### src/rtl/pwm_bank_pkg.sv
`timescale 1ns/1ps
package pwm_bank_pkg;
  localparam int REG_W  = 32;
  localparam int CNT_W  = 16;
  localparam int DIVR_W = 11;
  localparam int PER_W  = 23;
  localparam logic [REG_W-1:0] PER_MASK = 32'h007F_FFFF;

  typedef enum logic [1:0] {OP_WRITE, OP_SET, OP_CLR, OP_TOG} alias_op_e;

  function automatic logic [REG_W-1:0] alias_apply(input logic [REG_W-1:0] cur,
                                                   input logic [REG_W-1:0] wd,
                                                   input alias_op_e op);
    case (op)
      OP_SET:  return cur | wd;
      OP_CLR:  return cur & ~wd;
      OP_TOG:  return cur ^ wd;
      default: return wd;
    endcase
  endfunction

  function automatic logic [DIVR_W-1:0] div_ratio(input logic [2:0] code);
    case (code)
      3'd0:    return DIVR_W'(1);
      3'd1:    return DIVR_W'(2);
      3'd2:    return DIVR_W'(4);
      3'd3:    return DIVR_W'(8);
      3'd4:    return DIVR_W'(16);
      3'd5:    return DIVR_W'(64);
      3'd6:    return DIVR_W'(256);
      default: return DIVR_W'(1024);
    endcase
  endfunction

  function automatic logic [CNT_W-1:0] per_top(input logic [PER_W-1:0] t);
    return t[15:0];
  endfunction
  function automatic logic [1:0] per_act_code(input logic [PER_W-1:0] t);
    return t[17:16];
  endfunction
  function automatic logic [1:0] per_idle_code(input logic [PER_W-1:0] t);
    return t[19:18];
  endfunction
  function automatic logic [2:0] per_div(input logic [PER_W-1:0] t);
    return t[22:20];
  endfunction
  function automatic logic [CNT_W-1:0] win_start(input logic [REG_W-1:0] w);
    return w[15:0];
  endfunction
  function automatic logic [CNT_W-1:0] win_end(input logic [REG_W-1:0] w);
    return w[31:16];
  endfunction
  function automatic logic drive_level(input logic [1:0] code);
    return code == 2'b11;
  endfunction
endpackage

### src/rtl/pwm_bank_regs.sv
`timescale 1ns/1ps
module pwm_bank_regs
  import pwm_bank_pkg::*;
#(
  parameter int NCH    = 2,
  parameter int ADDR_W = 8
) (
  input  logic                       clk,
  input  logic                       rst_n,
  input  logic [ADDR_W-1:0]          addr,
  input  logic [REG_W-1:0]           wdata,
  input  logic                       we,
  output logic [REG_W-1:0]           rdata,
  output logic [NCH-1:0]             run_o,
  output logic [NCH-1:0][REG_W-1:0]  win_o,
  output logic [NCH-1:0][PER_W-1:0]  tim_o
);
  localparam int NSLOT  = 2 * NCH + 1;
  localparam int SLOT_W = ADDR_W - 4;
  localparam logic [REG_W-1:0] RUN_MASK = REG_W'((64'd1 << NCH) - 64'd1);

  logic [REG_W-1:0] regs [NSLOT];
  logic [SLOT_W-1:0] slot;
  alias_op_e op;

  assign slot = addr[ADDR_W-1:4];
  assign op   = alias_op_e'(addr[3:2]);

  function automatic logic [REG_W-1:0] slot_mask(input int s);
    if (s == 0)          return RUN_MASK;
    else if (s % 2 == 0) return PER_MASK;
    else                 return '1;
  endfunction

  always_ff @(posedge clk or negedge rst_n) begin
    if (!rst_n) begin
      for (int s = 0; s < NSLOT; s++) regs[s] <= '0;
    end else begin
      for (int s = 0; s < NSLOT; s++)
        if (we && slot == SLOT_W'(s))
          regs[s] <= alias_apply(regs[s], wdata, op) & slot_mask(s);
    end
  end

  always_comb begin
    rdata = '0;
    for (int s = 0; s < NSLOT; s++)
      if (slot == SLOT_W'(s)) rdata = regs[s];
  end

  assign run_o = regs[0][NCH-1:0];
  for (genvar n = 0; n < NCH; n++) begin : g_map
    assign win_o[n] = regs[2*n+1];
    assign tim_o[n] = regs[2*n+2][PER_W-1:0];
  end

  AST_SET_KEEPS_BITS: assert property (@(posedge clk) disable iff (!rst_n)
    (we && slot == '0 && op == OP_SET) |=>
      ((run_o & $past(wdata[NCH-1:0])) == $past(wdata[NCH-1:0])));
  AST_CLR_DROPS_BITS: assert property (@(posedge clk) disable iff (!rst_n)
    (we && slot == '0 && op == OP_CLR) |=>
      ((run_o & $past(wdata[NCH-1:0])) == '0));
  AST_TOG_FLIPS_BITS: assert property (@(posedge clk) disable iff (!rst_n)
    (we && slot == '0 && op == OP_TOG) |=>
      (run_o == ($past(run_o) ^ $past(wdata[NCH-1:0]))));
endmodule

### src/rtl/pwm_bank_chan.sv
`timescale 1ns/1ps
module pwm_bank_chan
  import pwm_bank_pkg::*;
(
  input  logic             clk,
  input  logic             rst_n,
  input  logic             run,
  input  logic [REG_W-1:0] win_cfg,
  input  logic [PER_W-1:0] tim_cfg,
  output logic             pwm
);
  logic [REG_W-1:0]  win_sh;
  logic [PER_W-1:0]  tim_sh;
  logic [DIVR_W-1:0] pre_cnt;
  logic [CNT_W-1:0]  cnt;
  logic              step;
  logic              wrap;
  logic              in_win;

  assign step   = run && (pre_cnt == div_ratio(per_div(tim_sh)) - DIVR_W'(1));
  assign wrap   = step && (cnt == per_top(tim_sh));
  assign in_win = (cnt >= win_start(win_sh)) && (cnt < win_end(win_sh));

  always_ff @(posedge clk or negedge rst_n) begin
    if (!rst_n) begin
      pre_cnt <= '0;
      cnt     <= '0;
      win_sh  <= '0;
      tim_sh  <= '0;
    end else if (!run) begin
      pre_cnt <= '0;
      cnt     <= '0;
      win_sh  <= win_cfg;
      tim_sh  <= tim_cfg;
    end else begin
      pre_cnt <= step ? '0 : pre_cnt + DIVR_W'(1);
      if (wrap) begin
        cnt    <= '0;
        win_sh <= win_cfg;
        tim_sh <= tim_cfg;
      end else if (step) begin
        cnt <= cnt + CNT_W'(1);
      end
    end
  end

  assign pwm = run ? drive_level(in_win ? per_act_code(tim_sh) : per_idle_code(tim_sh))
                   : drive_level(per_idle_code(tim_cfg));

  AST_CNT_IN_RANGE: assert property (@(posedge clk) disable iff (!rst_n)
    run |-> (cnt <= per_top(tim_sh)));
  AST_PRESCALE_BOUND: assert property (@(posedge clk) disable iff (!rst_n)
    run |-> (pre_cnt < div_ratio(per_div(tim_sh))));
  AST_HOLD_BETWEEN_STEPS: assert property (@(posedge clk) disable iff (!rst_n)
    (run && !step) |=> $stable(cnt));
  AST_SHADOW_UNTIL_WRAP: assert property (@(posedge clk) disable iff (!rst_n)
    (run && !wrap) |=> ($stable(tim_sh) && $stable(win_sh)));
  AST_RESTART_AT_ZERO: assert property (@(posedge clk) disable iff (!rst_n)
    $rose(run) |-> (cnt == '0 && pre_cnt == '0));
endmodule

### src/rtl/pwm_bank.sv
`timescale 1ns/1ps
module pwm_bank
  import pwm_bank_pkg::*;
#(
  parameter int NCH    = 2,
  parameter int ADDR_W = 8
) (
  input  logic              clk,
  input  logic              rst_n,
  input  logic [ADDR_W-1:0] addr,
  input  logic [31:0]       wdata,
  input  logic              we,
  output logic [31:0]       rdata,
  output logic [NCH-1:0]    pwm_out
);
  logic [NCH-1:0]            run;
  logic [NCH-1:0][REG_W-1:0] win;
  logic [NCH-1:0][PER_W-1:0] tim;

  pwm_bank_regs #(.NCH(NCH), .ADDR_W(ADDR_W)) u_regs (
    .clk   (clk),
    .rst_n (rst_n),
    .addr  (addr),
    .wdata (wdata),
    .we    (we),
    .rdata (rdata),
    .run_o (run),
    .win_o (win),
    .tim_o (tim)
  );

  for (genvar n = 0; n < NCH; n++) begin : g_chan
    pwm_bank_chan u_chan (
      .clk     (clk),
      .rst_n   (rst_n),
      .run     (run[n]),
      .win_cfg (win[n]),
      .tim_cfg (tim[n]),
      .pwm     (pwm_out[n])
    );
  end
endmodule

### config.mk
export PLATFORM = sky130hd
export DESIGN_NAME = pwm_bank
export DESIGN_NICKNAME = d
export VERILOG_FILES = /design/src/rtl/pwm_bank_pkg.sv /design/src/rtl/pwm_bank_regs.sv /design/src/rtl/pwm_bank_chan.sv /design/src/rtl/pwm_bank.sv
export SDC_FILE = /design/constraint.sdc
export NUM_CORES = 1
export LEC_CHECK = 0
export ABC_AREA = 1
export BUFFER_PORTS_ARGS = -buffer_cell sky130_fd_sc_hd__buf_2
export CAP_MARGIN = 20
export CORE_MARGIN = 1
export CORE_UTILIZATION = 31
export DETAILED_ROUTE_END_ITERATION = 12
export GPL_TIMING_DRIVEN = 0
export SLEW_MARGIN = 20
export SYNTH_ARGS = -nofsm -noshare
export SYNTH_HDL_FRONTEND = slang
export SYNTH_HIERARCHICAL = 1
export SYNTH_SLANG_ARGS = --single-unit
### constraint.sdc
create_clock -name clk -period 2.18 [get_ports clk]
set_input_delay 0.218 -clock clk [delete_from_list [all_inputs] [get_ports clk]]
set_output_delay 0.218 -clock clk [all_outputs]
set_load 0.01 [all_outputs]
==> flow_summary_export.csv, run 1 <==
group,metric,value,unit
status,outcome,"finished with violations",
status,failed_checks,"setup timing",
drt,remaining_drc_errors,0,
sta,slew_violations,0,
cts,clock_tree.root_cell,"clkbuf_16",
hold_path,holdCritPathClass,"input pin to flop",
drt,detail_route.iter0.violations,2065,
critical_path,critPathArrivalTime,2.38,ns
sta,unrepaired_setup_endpoints_after_global_routing,"yes",
floorplan,die_width,271.0,um
yosys,post_synth_mux_area_share,0,%
critical_path,crit_path_start_kind,"flop",
yosys,synth_top_family_by_area,"simple AND/OR/NAND/NOR gates",
grt,grtUsageTotal,20.79,%
yosys,yosys.area.top_type_share,30.78,%
critical_path,ff2ff_setup_slack,0.11,ns
place,io_buffer_count,72,
cts,numCtsBuffers,36,
place,placedInstanceArea,0.02408,sq mm
cts,clkSlewWorstSetupHoldPaths,0.06,ns
grt,grt_pass1_vias,20010,
critical_path,cp-end-kind,"primary output",
drt,wl_per_cell,17.66,um
yosys,syn-cell-area,0.02244,sq mm
sta,worstMarginPinSlew,0.7777,ns
critical_path,timing.critical_path.fanout_max,2,
critical_path,timing.setup.critical_path_class,"flop to primary output",
yosys,synth_largest_area_cell,"dfrtp_1",
yosys,synth-adder-area-share,16.17,%
critical_path,reg2reg_from,"g_chan[0].u_chan/cnt[10]",
yosys,ys_seq_area_share,30.78,%
critical_path,worst_r2r_endpoint,"g_chan[0].u_chan/tim_sh[10]",
final_layout,post_route_cells_drive_above_1_share,11.01,%
grt,number_of_antenna_violations_at_the_first_check_in_global_routing,5,
hold_path,hold_path_depth,5,
cts,tritoncts,"built",
drt,viasPerCell,4.927,
grt,grt_start_max_net_pins,77,
drt,drt_first_pass_iters,5,
yosys,synth_cell_type_count,39,
yosys,postSynthCellCount,3216,
sta,report.final.setup_viol,2,
final_layout,nets,3698,
floorplan,die-height,271.0,um
yosys,yosysWarningCount,6,
sta,final.setup.worst_slack,-0.4150,ns
sta,slew_headroom,48.15,%
hold_path,worstHoldStart,"wdata[25]",
yosys,syn-mean-instance-area,6.977,sq um
final_layout,area_delta_synth_final,15.58,%
yosys,yosys.area_share.xor_xnor,2.342,%
final_layout,stdcell_area,0.02593,sq mm
grt,grt_overflow,0,
final_layout,register_area,0.006942,sq mm
power_and_ir_drop,worst_vdd_ir,578.3,uV
sta,hold_slack,0.04015,ns
critical_path,worst_r2r_path_depth,11,
cts,worstSkewPairLatency,0.56,ns
power_and_ir_drop,powerDensity,910.3,mW/mm^2
floorplan,core-area,0.07161,sq mm
grt,use_met1,29.60,%
place,gp_routability_congestion,0.9047,
yosys,ys_ff_latch,276,
yosys,synth.top_cells.by_area,"dfrtp_1, ha_1, nand2_1",
cts,htree_levels,2,
hold_path,endpoint_of_the_worst_hold_path,"u_regs/win_o[25]",
run,maxCapViolCount,0,
sta,max_clock_freq,385.4,MHz
final_layout,fillers,7692,
grt,most_crowded_layer_gr,"met2",
floorplan,start_util,31.34,%
grt,groute.layer.met2.usage,31.29,%
place,detailedPlacementHpwl,57.22,mm
drt,route.final.wire_length,76.64,mm
drt,route.antenna.remaining_nets,0,
final_layout,multi_input_comb_area,0.01307,sq mm
place,post-place-ws,-0.05462,ns
sta,finalClockSkew,0.01799,ns
sta,hold_viol_final,0,
floorplan,floorplan.die_area,0.07346,sq mm
grt,grt.met3_usage,3.000,%
sta,finalCritPeriodShare,119.0,%
yosys,post_synth_simple_gate_area,35.10,%
yosys,post_synthesis_compound_gate_area_fraction,3.580,%
drt,routed-via-count,21380,
cts,cts.sinks,276,
power_and_ir_drop,power.static_leakage,0.01506,uW
sta,fin_crit,2.595,ns
critical_path,crit_required,1.96,ns
yosys,synthesized_netlist_net_count,3549,
critical_path,cp-startpoint,"g_chan[1].u_chan/cnt[14]",
cts,clk_path_buf_depth,3,
grt,grt_first_pass_wirelength,118.4,mm
floorplan,num_rows,98,
floorplan,pin_count,77,
## cell usage in the layout (no fill, tap or decap), types with 4 or more instances in the layout
cell type and instances:
a21oi_1 112, buf_1 13, buf_12 4, buf_2 135, buf_4 44, buf_6 31, bufinv_16 7, clkbuf_1 36
clkbuf_16 37, clkbuf_8 5, clkinv_2 6, dfrtp_1 248, dfrtp_2 28, ha_1 277, ha_4 13, inv_1 453
inv_2 10, nand2_1 798, nand2_2 8, nand2_4 6, nand3_1 462, nand3_2 5, nand3b_1 34, nand4_1 56
nor2_1 404, nor2_2 4, nor3_1 11, nor3_2 5, nor4_1 6, o211ai_1 4, o21ai_0 22, o21ai_1 7
or2_2 6, xnor2_1 18, xor2_1 42
## cell type report
cell class / instances / share of cell area, %
Buffer: 154 / 3.691
Clock buffer: 47 / 3.908
Inverter: 464 / 6.716
Antenna cell: 1 / 0.009649
Multi-Input combinational cell: 2322 / 50.41
Timing Repair Buffer: 111 / 2.933
Clock inverter: 15 / 0.9890
Tap cell: 950 / 4.583
Sequential cell: 276 / 26.77
## cell families (layout without fill, tap and decap cells)
kind of cell               after synthesis  in the layout
and+or+nand+nor                       1817           1817
adders and majority gates              290            290
buffers and inverters                  618            791
other                                    0              1
AOI/OAI and AO/OA                      155            155
xor gates and xnor gates                60             60
DFF                                    276            276
## sequential cells by signal, indices dropped and copies added, names as in the netlist
| signal | count |
|---|---|
| g_chan.u_chan/win_sh | 64 |
| u_regs/tim_o | 46 |
| g_chan.u_chan/cnt | 32 |
| u_regs/win_o | 64 |
| g_chan.u_chan/tim_sh | 46 |
| u_regs/run_o | 2 |
| g_chan.u_chan/pre_cnt | 22 |
## Yosys cell counts (all sizes together)
master and n:
nand2 812, nand3 469, inv 463, nor2 411, ha 290, dfrtp 276, buf 121, a21oi 114
nand4 56, xor2 42, nand3b 36, clkbuf 33, o21ai 29, xnor2 18, nor3 17, nor4 6
or2 6, nor3b 4, o211ai 4, a211oi 2, a21o 2, a31oi 2, o21a 2, clkinv 1
## metal layers
metal  vias up  part of all wire [%]
li1      10430                     -
met1     10070                    46
met5         -                 0.047
met2       744                    43
met4         6                   4.0
met3       130                   7.2
## metrics by stage
stage,setup TNS [ns],power [uW],util (%),cells
3_3_place_gp,-1336.76,16510,33.50,4238
5_1_grt,-1.109,25440,36.22,4340
2_1_floorplan,0,14030,-,3216
6_report,-0.8054,23610,36.22,4340
4_1_cts,-0.8800,23600,36.00,4329
3_5_place_dp,-0.1087,16730,33.63,4241
## where the power goes
part           switching, uW  internal (uW)
clock                   2490           4100
sequential              1720           6790
combinational           5260           3260
## timing repair
action,CTS,global route
setup buffers,25,10
endpoints found under the setup margin,2,62
hold buffers,1,0
pin swaps,19,18
resized for setup,49,18
hold endpoints to repair,63,0
## worst max-delay path by stage
| stage | end | slack [ns] | cells past startpoint |
|---|---|---|---|
| 2_1_floorplan | pwm_out[0] | 0.47 | 12 |
| 4_1_cts | pwm_out[1] | -0.45 | 13 |
| 6_report | pwm_out[1] | -0.41 | 13 |
| 5_1_grt | pwm_out[1] | -0.57 | 13 |
| 3_5_place_dp | pwm_out[1] | -0.05 | 13 |
| 3_3_place_gp | u_regs/win_o[59] | -4.89 | 1 |
## worst max-delay path, stage by stage, from the launching register on
cell and delay, ns:
dfrtp_2 0.46, ha_4 0.29, nand4_1 0.17, nor2_2 0.19, nand2_1 0.08, inv_2 0.07, nand2_4 0.06, nand2_4 0.06
nand3_2 0.05, nand2_1 0.05, nand3_1 0.06, nand2_1 0.10, inv_1 0.04, buf_2 0.13
No activity file was read; power rests on OpenSTA's default activity.
==> run 2: changes to the inputs <==
CELL_PAD_IN_SITES_DETAIL_PLACEMENT = 0   (was unset)
CELL_PAD_IN_SITES_GLOBAL_PLACEMENT = 1   (was unset)
PLACE_DENSITY_LB_ADDON = 0.1   (was unset)
==> flow_summary_export.csv, run 2 (synthesis gave the netlist of run 1 again) <==
group,metric,value,unit
power_and_ir_drop,power.static_leakage,0.01519,uW
cts,clock_tree.root_cell,"clkbuf_16",
final_layout,antenna_cells_inserted,0,
drt,drt_first_pass_iters,5,
critical_path,crit_required,1.96,ns
cts,clk_path_buf_depth,3,
grt,grt_start_max_net_pins,75,
drt,remaining_drc_errors,0,
sta,hold_slack,0.04264,ns
final_layout,post_route_cells_drive_above_1_share,11.62,%
place,post-place-ws,-0.2356,ns
sta,final.setup.worst_slack,-0.4639,ns
drt,routed-via-count,21680,
critical_path,timing.critical_path.fanout_max,2,
floorplan,num_rows,98,
sta,finalCritPeriodShare,121.3,%
final_layout,layout_commonest_cell,"nand2_1",
critical_path,crit_path_start_kind,"flop",
power_and_ir_drop,fraction_of_power_consumed_by_combinational_cells,37.2,%
sta,slew_headroom,22.92,%
cts,cts.sinks,276,
sta,unrepaired_setup_endpoints_after_global_routing,"yes",
sta,max_clock_freq,378.2,MHz
power_and_ir_drop,power.switching_fraction,41.74,%
place,detailedPlacementHpwl,68.54,mm
critical_path,cp-startpoint,"g_chan[0].u_chan/cnt[12]",
hold_path,holdCritPathClass,"input pin to flop",
critical_path,timing.setup.critical_path_class,"flop to primary output",
final_layout,area_delta_synth_final,16.77,%
sta,finalClockSkew,0.02493,ns
status,outcome,"finished with violations",
drt,route.antenna.remaining_nets,0,
sta,report.final.setup_viol,2,
sta,worstMarginPinSlew,1.156,ns
power_and_ir_drop,switching_power,10020,uW
drt,route.final.wire_length,90.11,mm
cts,htree_levels,2,
critical_path,reg2reg_from,"g_chan[1].u_chan/cnt[14]",
grt,grt_pass1_vias,21220,
cts,numCtsBuffers,40,
cts,clkSlewWorstSetupHoldPaths,0.06,ns
grt,grt_overflow,0,
power_and_ir_drop,powerDensity,915.9,mW/mm^2
sta,slew_violations,0,
critical_path,ff2ff_setup_slack,0.01,ns
place,post-place-cells,4241,
floorplan,die_width,271.0,um
final_layout,final-instance-count-excl-fill,4357,
power_and_ir_drop,power_report.internal_total,13980,uW
power_and_ir_drop,power.sequential.fraction,36.1,%
critical_path,worst_r2r_endpoint,"g_chan[1].u_chan/win_sh[11]",
critical_path,worst_r2r_path_depth,14,
final_layout,most-common-layout-cells,"nand2_1, inv_1, nand3_1",
sta,hold_viol_final,0,
sta,fin_crit,2.644,ns
grt,grtUsageTotal,24.31,%
run,maxCapViolCount,0,
floorplan,core-area,0.07161,sq mm
critical_path,worstSetupEndpoint,"pwm_out[0]",
cts,tritoncts,"built",
drt,wl_per_cell,20.68,um
floorplan,start_util,31.34,%
drt,detail_route.iter0.violations,1919,
final_layout,fillers,7637,
power_and_ir_drop,power.share.clock,26.7,%
cts,worstSkewPairLatency,0.58,ns
grt,grt_first_pass_wirelength,134.8,mm
floorplan,pin_count,77,
power_and_ir_drop,worst_vdd_ir,502.2,uV
drt,viasPerCell,4.975,
place,gp_routability_congestion,0.8885,
hold_path,worstHoldStart,"wdata[18]",
critical_path,cp-end-kind,"primary output",
floorplan,floorplan.die_area,0.07346,sq mm
final_layout,nets,3714,
floorplan,die-height,271.0,um
grt,number_of_antenna_violations_at_the_first_check_in_global_routing,0,
status,failed_checks,"setup timing",
critical_path,critPathArrivalTime,2.43,ns
place,io_buffer_count,72,
run 2: final cells by class:
class	instances	area [sq um]	area share, %
buffer	154	1010	3.854
tap	950	1189	4.537
timing repair buffer	123	942.2	3.596
sequential	276	6935	26.47
clock inverter	11	115.1	0.4393
multi-input combinational	2322	13150	50.19
clock buffer	57	1116	4.260
inverter	464	1744	6.657
run 2: worst min path at each step:
stage	to	depth (start not counted)
finish	u_regs/win_o[50]	5
global route	u_regs/win_o[61]	5
CTS	u_regs/win_o[49]	5
detailed placement	g_chan[1].u_chan/pre_cnt[2]	1
global placement	g_chan[1].u_chan/tim_sh[19]	2
floorplan	g_chan[0].u_chan/cnt[0]	0
run 2: worst max-delay path: stages (launching register included):
cell	delay [ns]
dfrtp_2	0.45
ha_4	0.28
nand4_1	0.20
nor2_2	0.20
nand2_1	0.07
inv_1	0.06
nand2_2	0.09
nand2_4	0.09
nand3_2	0.07
nand2_2	0.07
nand3_2	0.07
nand2_2	0.09
inv_2	0.04
buf_6	0.11
run 2: power by group through the flow:
stage	Combinational [uW]	Clock, uW	Sequential (uW)
3_3_place_gp	8150	0	8680
2_1_floorplan	6220	0	7810
4_1_cts	8580	6640	8640
3_5_place_dp	8430	0	8710
6_report	8930	6410	8660
5_1_grt	10300	6830	8860
run 2: per-layer routing:
metal / up-vias / track usage (%) / routed length, um
li1: 10480 / - / -
met1: 10420 / 34.98 / 43490
met2: 647 / 37.25 / 38880
met3: 129 / 2.796 / 4753
met4: 0 / 8.489 / 2991
met5: - / 0 / 0
run 2: timing repair:
item                       in CTS  in global routing
pin swaps                      19                 20
setup endpoints to repair       4                116
hold buffers                    2                  0
buffers inserted               20                 23
resized for setup              47                 61
hold endpoints to repair       73                  0
cloned                          0                  4
run 2: per-stage QoR:
stage | setup TNS (ns) | instance area, sq um | utilization (%) | total power [uW]
2_1_floorplan | 0 | 22440 | - | 14030
3_3_place_gp | -1463.16 | 23990 | 33.50 | 16840
3_5_place_dp | -1.341 | 24080 | 33.63 | 17140
4_1_cts | -1.012 | 25660 | 35.83 | 23860
5_1_grt | -7.846 | 26200 | 36.59 | 25990
6_report | -0.8344 | 26200 | 36.59 | 24000
